**src/rtl/dbgp_pkg.sv**
```systemverilog
package dbgp_pkg;
  localparam logic [7:0] OP_SET_PTR  = 8'h6B;
  localparam logic [7:0] OP_ST_INC   = 8'h67;
  localparam logic [7:0] OP_SET_RPT  = 8'h A1;
  localparam logic [7:0] OP_LD_INC   = 8'h27;

  typedef enum logic [2:0] {
    S_IDLE,
    S_PTR_OPND,
    S_RPT_OPND,
    S_ST_DATA,
    S_LD_BURST
  } seq_state_t;
endpackage

```
**src/rtl/dbgp_ptr.sv**
```systemverilog
module dbgp_ptr #(
  parameter int ADDR_W = 32
) (
  input  logic              clk,
  input  logic              rst_n,
  input  logic              ld,
  input  logic [ADDR_W-1:0] ld_val,
  input  logic              inc,
  output logic [ADDR_W-1:0] ptr
);
  logic [ADDR_W-1:0] ptr_nx;

  always_comb begin
    ptr_nx = ptr;
    if (ld)       ptr_nx = ld_val;
    else if (inc) ptr_nx = ptr + ADDR_W'(1);
  end

  always_ff @(posedge clk or negedge rst_n) begin
    if (!rst_n)         ptr <= '0;
    else if (ld || inc) ptr <= ptr_nx;
  end
endmodule

```
**src/rtl/dbgp_rpt.sv**
```systemverilog
module dbgp_rpt #(
  parameter int CNT_W = 16
) (
  input  logic             clk,
  input  logic             rst_n,
  input  logic             ld,
  input  logic [CNT_W-1:0] ld_val,
  input  logic             clr,
  output logic [CNT_W-1:0] cnt
);
  logic [CNT_W-1:0] cnt_nx;

  always_comb begin
    cnt_nx = cnt;
    if (ld)       cnt_nx = ld_val;
    else if (clr) cnt_nx = '0;
  end

  always_ff @(posedge clk or negedge rst_n) begin
    if (!rst_n)         cnt <= '0;
    else if (ld || clr) cnt <= cnt_nx;
  end
endmodule

```
**src/rtl/dbgp_seq.sv**
```systemverilog
module dbgp_seq
  import dbgp_pkg::*;
#(
  parameter int ADDR_W = 32,
  parameter int CNT_W  = 16
) (
  input  logic              clk,
  input  logic              rst_n,
  input  logic              rx_valid,
  input  logic [7:0]        rx_byte,
  input  logic [CNT_W-1:0]  rpt_cnt,
  output logic              ptr_ld,
  output logic [ADDR_W-1:0] ptr_ld_val,
  output logic              ptr_inc,
  output logic              rpt_ld,
  output logic [CNT_W-1:0]  rpt_ld_val,
  output logic              rpt_clr,
  output logic              do_wr,
  output logic              do_rd
);
  localparam int PTR_BYTES = ADDR_W / 8;
  localparam int RPT_BYTES = CNT_W / 8;
  localparam int IDX_W     = $clog2(PTR_BYTES + 1);

  seq_state_t        state, state_nx;
  logic [IDX_W-1:0]  idx, idx_nx;
  logic [ADDR_W-1:0] acc, acc_nx;
  logic [CNT_W-1:0]  left, left_nx;

  always_comb begin
    state_nx   = state;
    idx_nx     = idx;
    acc_nx     = acc;
    left_nx    = left;
    ptr_ld     = 1'b0;
    ptr_inc    = 1'b0;
    rpt_ld     = 1'b0;
    rpt_clr    = 1'b0;
    do_wr      = 1'b0;
    do_rd      = 1'b0;
    ptr_ld_val = {acc[ADDR_W-9:0], rx_byte};
    rpt_ld_val = {rx_byte, acc[CNT_W-1:8]};
    case (state)
      S_IDLE: begin
        if (rx_valid) begin
          idx_nx = '0;
          case (rx_byte)
            OP_SET_PTR: state_nx = S_PTR_OPND;
            OP_SET_RPT: state_nx = S_RPT_OPND;
            OP_ST_INC: begin
              state_nx = S_ST_DATA;
              left_nx  = rpt_cnt;
              rpt_clr  = 1'b1;
            end
            OP_LD_INC: begin
              do_rd    = 1'b1;
              ptr_inc  = 1'b1;
              rpt_clr  = 1'b1;
              left_nx  = rpt_cnt;
              state_nx = (rpt_cnt != '0) ? S_LD_BURST : S_IDLE;
            end
            default: state_nx = S_IDLE;
          endcase
        end
      end
      S_PTR_OPND: begin
        if (rx_valid) begin
          acc_nx = {acc[ADDR_W-9:0], rx_byte};
          idx_nx = idx + IDX_W'(1);
          if (idx == IDX_W'(PTR_BYTES - 1)) begin
            ptr_ld   = 1'b1;
            state_nx = S_IDLE;
          end
        end
      end
      S_RPT_OPND: begin
        if (rx_valid) begin
          acc_nx[CNT_W-1:0] = {rx_byte, acc[CNT_W-1:8]};
          idx_nx = idx + IDX_W'(1);
          if (idx == IDX_W'(RPT_BYTES - 1)) begin
            rpt_ld   = 1'b1;
            state_nx = S_IDLE;
          end
        end
      end
      S_ST_DATA: begin
        if (rx_valid) begin
          do_wr   = 1'b1;
          ptr_inc = 1'b1;
          if (left == '0) state_nx = S_IDLE;
          else            left_nx  = left - CNT_W'(1);
        end
      end
      S_LD_BURST: begin
        do_rd   = 1'b1;
        ptr_inc = 1'b1;
        left_nx = left - CNT_W'(1);
        if (left == CNT_W'(1)) state_nx = S_IDLE;
      end
      default: state_nx = S_IDLE;
    endcase
  end

  always_ff @(posedge clk or negedge rst_n) begin
    if (!rst_n) begin
      state <= S_IDLE;
      idx   <= '0;
      acc   <= '0;
      left  <= '0;
    end else begin
      state <= state_nx;
      idx   <= idx_nx;
      acc   <= acc_nx;
      left  <= left_nx;
    end
  end
endmodule

```
**src/rtl/dbgp_decoder.sv**
```systemverilog
module dbgp_decoder #(
  parameter int ADDR_W = 32,
  parameter int CNT_W  = 16
) (
  input  logic              clk,
  input  logic              rst_n,
  input  logic              rx_valid,
  input  logic [7:0]        rx_byte,
  output logic [ADDR_W-1:0] bus_addr,
  output logic [7:0]        bus_wdata,
  output logic              bus_we,
  output logic              bus_re,
  input  logic [7:0]        bus_rdata,
  output logic              rsp_valid,
  output logic [7:0]        rsp_byte
);
  logic              ptr_ld, ptr_inc, rpt_ld, rpt_clr, do_wr, do_rd;
  logic [ADDR_W-1:0] ptr_ld_val, ptr;
  logic [CNT_W-1:0]  rpt_ld_val, rpt_cnt;
  logic              rd_pend;

  dbgp_seq #(.ADDR_W(ADDR_W), .CNT_W(CNT_W)) u_seq (
    .clk        (clk),
    .rst_n      (rst_n),
    .rx_valid   (rx_valid),
    .rx_byte    (rx_byte),
    .rpt_cnt    (rpt_cnt),
    .ptr_ld     (ptr_ld),
    .ptr_ld_val (ptr_ld_val),
    .ptr_inc    (ptr_inc),
    .rpt_ld     (rpt_ld),
    .rpt_ld_val (rpt_ld_val),
    .rpt_clr    (rpt_clr),
    .do_wr      (do_wr),
    .do_rd      (do_rd)
  );

  dbgp_ptr #(.ADDR_W(ADDR_W)) u_ptr (
    .clk    (clk),
    .rst_n  (rst_n),
    .ld     (ptr_ld),
    .ld_val (ptr_ld_val),
    .inc    (ptr_inc),
    .ptr    (ptr)
  );

  dbgp_rpt #(.CNT_W(CNT_W)) u_rpt (
    .clk    (clk),
    .rst_n  (rst_n),
    .ld     (rpt_ld),
    .ld_val (rpt_ld_val),
    .clr    (rpt_clr),
    .cnt    (rpt_cnt)
  );

  always_ff @(posedge clk or negedge rst_n) begin
    if (!rst_n) begin
      bus_we    <= 1'b0;
      bus_re    <= 1'b0;
      rd_pend   <= 1'b0;
      rsp_valid <= 1'b0;
    end else begin
      bus_we    <= do_wr;
      bus_re    <= do_rd;
      rd_pend   <= bus_re;
      rsp_valid <= rd_pend;
    end
  end

  always_ff @(posedge clk or negedge rst_n) begin
    if (!rst_n) begin
      bus_addr  <= '0;
      bus_wdata <= '0;
      rsp_byte  <= '0;
    end else begin
      if (do_wr || do_rd) bus_addr  <= ptr;
      if (do_wr)          bus_wdata <= rx_byte;
      if (rd_pend)        rsp_byte  <= bus_rdata;
    end
  end
endmodule

```
**config.mk**
```make
export PLATFORM = sky130hd
export DESIGN_NAME = dbgp_decoder
export DESIGN_NICKNAME = d
export VERILOG_FILES = /design/src/rtl/dbgp_pkg.sv /design/src/rtl/dbgp_ptr.sv /design/src/rtl/dbgp_rpt.sv /design/src/rtl/dbgp_seq.sv /design/src/rtl/dbgp_decoder.sv
export SDC_FILE = /design/constraint.sdc
export NUM_CORES = 1
export LEC_CHECK = 0
export ABC_AREA = 1
export ABC_CLOCK_PERIOD_IN_PS = 2150
export BUFFER_PORTS_ARGS = -buffer_cell sky130_fd_sc_hd__clkbuf_2
export CAP_MARGIN = 20
export CORE_MARGIN = 10
export CORE_UTILIZATION = 62
export CTS_BUF_LIST = sky130_fd_sc_hd__clkbuf_2
export DETAILED_ROUTE_END_ITERATION = 10
export PLACE_DENSITY_LB_ADDON = 0.08
export SETUP_SLACK_MARGIN = 0.15
export SLEW_MARGIN = 5
export SYNTH_ARGS = -nofsm -noshare
export SYNTH_HDL_FRONTEND = slang
export SYNTH_SLANG_ARGS = --single-unit
```
**constraint.sdc**
```tcl
create_clock -name clk -period 2.15 [get_ports clk]
set_input_delay 0 -clock clk [delete_from_list [all_inputs] [get_ports clk]]
set_output_delay 0 -clock clk [all_outputs]
set_load 0.005 [all_outputs]
```
; ---- Word level (Yosys, flattened, before mapping)
; Index checks and enable logic that the tools add are counted.
[totals]
register_bits = 146
wordCells = 100
[classes]
n_addsub = 3
eq_ne = 22
muxes = 41
n_reduce_logical = 20
[op_table]
columns = operator, n
row1 = two-way mux 16 bit, 8
row2 = two-way mux 32 bit, 2
row3 = case mux 16 bit (3 select lines), 1
row4 = two-way mux 3 bit, 11
row5 = adder 32 x 1 -> 32 bit (second input constant), 1
row6 = case mux 16 bit (2 select lines), 1
row7 = == test 16 x 1 -> 1 bit (second input constant), 1
row8 = == test 8 x 7 -> 1 bit (second input constant), 2
row9 = zero test 16 bit, 1
row10 = nonzero test 16 bit, 1
row11 = subtractor 16 x 1 -> 16 bit (second input constant), 1
row12 = case mux 3 bit (5 select lines), 1
row13 = two-way mux 1 bit, 13
row14 = inequality test 2 bit (second input constant), 6
row15 = case mux 3 bit (4 select lines), 1
row16 = inequality test 2 x 1 -> 1 bit (second input constant), 5
row17 = == test 3 x 2 -> 1 bit (second input constant), 3
row18 = == test 8 x 6 -> 1 bit (second input constant), 1
row19 = == test 8 bit (second input constant), 1
row20 = AND reduction 8 bit, 1
row21 = nonzero test 2 bit, 4
row22 = == test 3 x 1 -> 1 bit (second input constant), 2
row23 = case mux 3 bit (2 select lines), 1
row24 = AND reduction 2 bit, 3
row25 = 10 further kinds, 14

; ---- Longest topological paths before layout
[depth]
word_depth = 7
mapped_depth = 12

; ---- Cells and area by module
; From an unflattened synthesis, not the netlist that was laid out.
[unflattened]
cells_unflattened = 1055
area_unflattened_um2 = 7883.8
[modules_own_cells]
columns = mod, n_inst, cells_each, area_per_inst_um2, seq_area_each_um2
row1 = dbgp_seq, 1, 452, 3049.2, 1151.1
row2 = dbgp_ptr, 1, 326, 2200.9, 800.8
row3 = dbgp_decoder, 1, 209, 1999.4, 1301.2
row4 = dbgp_rpt, 1, 68, 634.4, 400.4

; ---- Worst setup path before layout
; No wires, ideal clock.
[synth_path]
kind = register to register
from = reg u_seq.idx[0]
to = reg u_ptr.ptr[4]
setup_ns = 0.127
t_arrival_ns = 1.473
required_ns = 2.023
setup_slack_ns = 0.551
stages_incl_launch_ff = 10
path_cell_list = dfrtp_1 ha_1 ha_1 nand2_1 nor2_2 inv_2 buf_6 buf_2 o211ai_1 o21ai_1
[synth_via]
elab_chain_len = 6
[synth_lines]
columns = item, line
row1 = "start, declared", dbgp_seq.sv:26  ; logic [IDX_W-1:0] idx, idx_nx;
row2 = "start signal, assigned", dbgp_seq.sv:112  ; idx <= idx_nx;
row3 = == test 3 x 2 -> 1 bit *, dbgp_seq.sv:70  ; if (idx == IDX_W'(PTR_BYTES - 1)) begin
row4 = two-way mux 1 bit *, dbgp_seq.sv:70
row5 = two-way mux 1 bit *, dbgp_seq.sv:67  ; if (rx_valid) begin
row6 = two-way mux 1 bit *, dbgp_seq.sv:43  ; case (state)
row7 = nonzero test 2 bit (no line) or logical OR 1 bit (tied branches), n/a
row8 = AND reduction 2 bit (no line), n/a
row9 = "end signal, assigned", dbgp_ptr.sv:21  ; else if (ld || inc) ptr <= ptr_nx;
row10 = "end, declared", dbgp_ptr.sv:9  ; output logic [ADDR_W-1:0] ptr
; Mark *: on every way between the ends. The rest lies on a longest branch, timed or not.
; A chain may end at the register's enable or synchronous reset.

; ---- Worst setup path after layout
[layout_path]
from = reg u_ptr.ptr[0]
to = reg u_ptr.ptr[18]
[layout_via]
elab_chain_len = 3
[layout_lines]
columns = item, line
row1 = adder 32 x 1 -> 32 bit, dbgp_ptr.sv:16  ; else if (inc) ptr_nx = ptr + ADDR_W'(1);
row2 = two-way mux 32 bit, dbgp_ptr.sv:16
row3 = two-way mux 32 bit, dbgp_ptr.sv:15  ; if (ld) ptr_nx = ld_val;
; Every way passes these cells. The select of a mux whose other input is x is not followed.

==> out/results.tsv <==
stage	metric	value	unit
route	drt_iter0_drc	759	
global_routing	grt_max_degree	68	
cts	root_buffer	clkbuf_2	
synth	synth_seq_area_share	47.9	%
cells_and_area	layout_commonest_cell	nand2_1	
place	placedCellCount	1218	
sta	setup_viol	0	
pwr	peakVddDrop	0.734	mV
synth	synth_edf_count	0	
synth	avgSynthCellArea	7.48	µm²
cts	cts.sinks	146	
synth	ys_dominant_reg_cell	dfrtp_1	
synth	synth_top_area_share	47.9	%
sta	slew_headroom	58.0	%
sta	skew	0.0210	ns
setup_path	cp.required	2.83	ns
synth	synth-async-reset-ratio	100	%
cells_and_area	synthToLayoutAreaGrowth	15.5	%
cts	cts_max_path_buffers	2	
global_routing	grt_overflow_total	0	
synth	synth.largest_area_cell	dfrtp_1	
route	dr_total_vias	7229	
synth	yosysWarnings	0	
route	wl_per_cell	16.4	µm
route	totalWireLength	21000	µm
setup_path	critPathMaxFanout	6	
setup_path	end_kind	flop	
sta	fmax	0.537	GHz
sta	rsz0062_at_grt	true	
sta	setup-tns-final	0	ns
setup_path	worstSetupStartpointType	flop	
route	drc	0	
cells_and_area	multiInputGateArea	0.00338	mm²
setup_path	crit_type	reg -> reg	
sta	drv_slew	0	
cts	cts_tree	done	
cells_and_area	fillCellCount	1001	
route	ant_nets	0	
place	post-dp-hpwl	15100	µm
synth	synthesis.nets	1045	
global_routing	grt_first_pass_wirelength	33200	µm
floorplan	num_rows	40	
sta	hold_viol	0	
outcome	status	finished, final reports clean	
cells_and_area	postLayoutCoreUtil	73.3	%
cells_and_area	post_route_cells_drive_above_1_share	13.3	%
floorplan	die_h	131	µm
global_routing	track_usage	24.9	%
global_routing	grt_pass1_vias	6663	
cells_and_area	area.sequential	0.00365	mm²
place	portBuffers	69	
min_path	min_path_cells	4	
cells_and_area	diodes	0	
cts	clk_latency	0.77	ns
route	routed_via_density	5.65	
cells_and_area	fin_area	0.00881	mm²
setup_path	r2r_cells	10	
synth	syn_inst	1020	
route	dr.pass1.iters	6	
sta	finalCritPeriodShare	86.6	%
setup_path	cp.arrival	2.54	ns
pwr	powerDensity	1200	mW/mm²
cells_and_area	mostFrequentLayoutCells	nand2_1 (302), dfrtp_1 (145), nor2_1 (132)	
sta	tightest_slew	0.629	ns
floorplan	start_util	63.5	%
synth	synth_cell_types	33	
place	globalplace.congestion	1.01	
synth	syn_area	0.00763	mm²
cells_and_area	finalNonFillerCells	1279	
synth	ys_ff_latch	146	
global_routing	antenna_found_initial	0	
cts	h-tree-depth	4	
min_path	hp-class	in -> reg	
sta	period_minus_slack	1.86	ns
floorplan	ios	70	
cells_and_area	nets	1145	
floorplan	dieWidth	131	µm
pwr	p_leak	4.39	nW
floorplan	coreArea	0.0120	mm²
cts	cts_buffers	17	
synth	synthTopCellsByArea	dfrtp_1 (48%), nand2_1 (15%), nor2_1 (6.6%)	
cts	cts.reportedPaths.clkPinSlew	0.19	ns
floorplan	die_area	0.0171	mm²
job	maxCapViolCount	0	
place	post_dp_cell_area	0.00815	mm²
-- metal layers --
metal  vias up  wire (µm)  global-route usage (%)  part of all wire, %
met5         -          0                       0                    0
met4         0        691                    11.1                  3.3
met3        47       1460                    5.48                  6.9
met2       271       9820                    39.1                   47
met1      3413       9040                    32.4                   43
li1       3498          -                       -                    -
-- report_power, final --
group | switching [mW] | internal [mW]
sequential | 0.689 | 3.56
combinational | 2.60 | 1.62
clock | 0.973 | 1.12
-- final timing paths --
kind | from | to | slack, ns
worst max-delay path | u_ptr.ptr[0]$_DFFE_PN0P_ | u_ptr.ptr[18]$_DFFE_PN0P_ | 0.29
worst min-delay path | rx_byte[7] | u_seq.acc[7]$_DFFE_PN0P_ | 0.1
worst max register to register | u_ptr.ptr[0]$_DFFE_PN0P_ | u_ptr.ptr[18]$_DFFE_PN0P_ | 0.29
worst min register to register | bus_re$_DFF_PN0_ | rd_pend$_DFF_PN0_ | 0.41
max in group asynchronous | rst_n | u_ptr.ptr[18]$_DFFE_PN0P_ | 1.21
min in group asynchronous | rst_n | u_seq.left[2]$_DFFE_PN0P_ | 0.32
-- timing repair --
item / CTS / global route
setup endpoints to repair: 0 / 22
setup buffers: 0 / 2
gates resized for setup: 0 / 4
hold endpoints to repair: 253 / 0
hold buffers: 27 / 0
-- metrics by stage --
step,worst slack [ns],hold WS (ns),total power [mW]
finish,0.288,0.0970,10.6
global route,0.130,0.0920,11.4
CTS,0.199,0.0447,10.4
detailed placement,0.238,0.0438,8.31
global placement,0.302,0.0409,8.19
floorplan,0.551,-0.296,7.07
-- logic make-up (layout without fill, tap and decap cells) --
group | Yosys count | count (layout) | share of synthesized area (%)
simple gates | 547 | 547 | 29.6
compound gates | 165 | 165 | 11.9
buf+inv | 144 | 256 | 7.99
flops | 146 | 146 | 47.9
xor+xnor | 3 | 3 | 0.344
mux | 9 | 9 | 1.31
fa+ha+maj | 6 | 6 | 0.984
-- cell type report --
class / instances / share of cell area [%]
flip-flops and latches: 146 / 41.5
multi-input cells: 730 / 38.4
repair buffers: 115 / 9.59
inverters: 110 / 4.69
clock inverters: 11 / 2.66
well taps: 147 / 2.09
clock buffers: 20 / 1.14
-- registers in the layout, indices dropped and copies added (netlist names), 8 cells and up --
register,cells
bus_addr,32
u_ptr.ptr,32
u_seq.acc,24
u_rpt.cnt,16
u_seq.left,16
bus_wdata,8
rsp_byte,8
-- critical path, stage by stage (launching register included) --
cell	delay, ns
dfrtp_1	0.45
ha_1	0.27
inv_1	0.10
nor2_2	0.19
nand2_1	0.18
nor2_2	0.19
nand2_1	0.10
o22ai_1	0.12
nand2_1	0.07
nand2_1	0.06
inv_1	0.04
-- cells in the mapped netlist, types with 2 or more instances --
cell type,instances
a22oi_1,14
nor3_1,4
nor4_1,2
o21ai_0,56
o22ai_1,19
dfrtp_1,146
nand3_2,2
buf_2,13
nor2_4,2
a21oi_1,53
nor2_1,134
inv_2,10
ha_1,6
nor2_2,6
o211ai_1,5
mux2_2,8
a2bb2oi_1,2
nand3b_1,4
nand3_1,81
nand4_1,7
inv_1,100
nand2_1,302
xor2_1,2
buf_6,4
o21ai_1,15
buf_4,6
clkbuf_1,11
No activity file was read; power rests on OpenSTA's default activity.
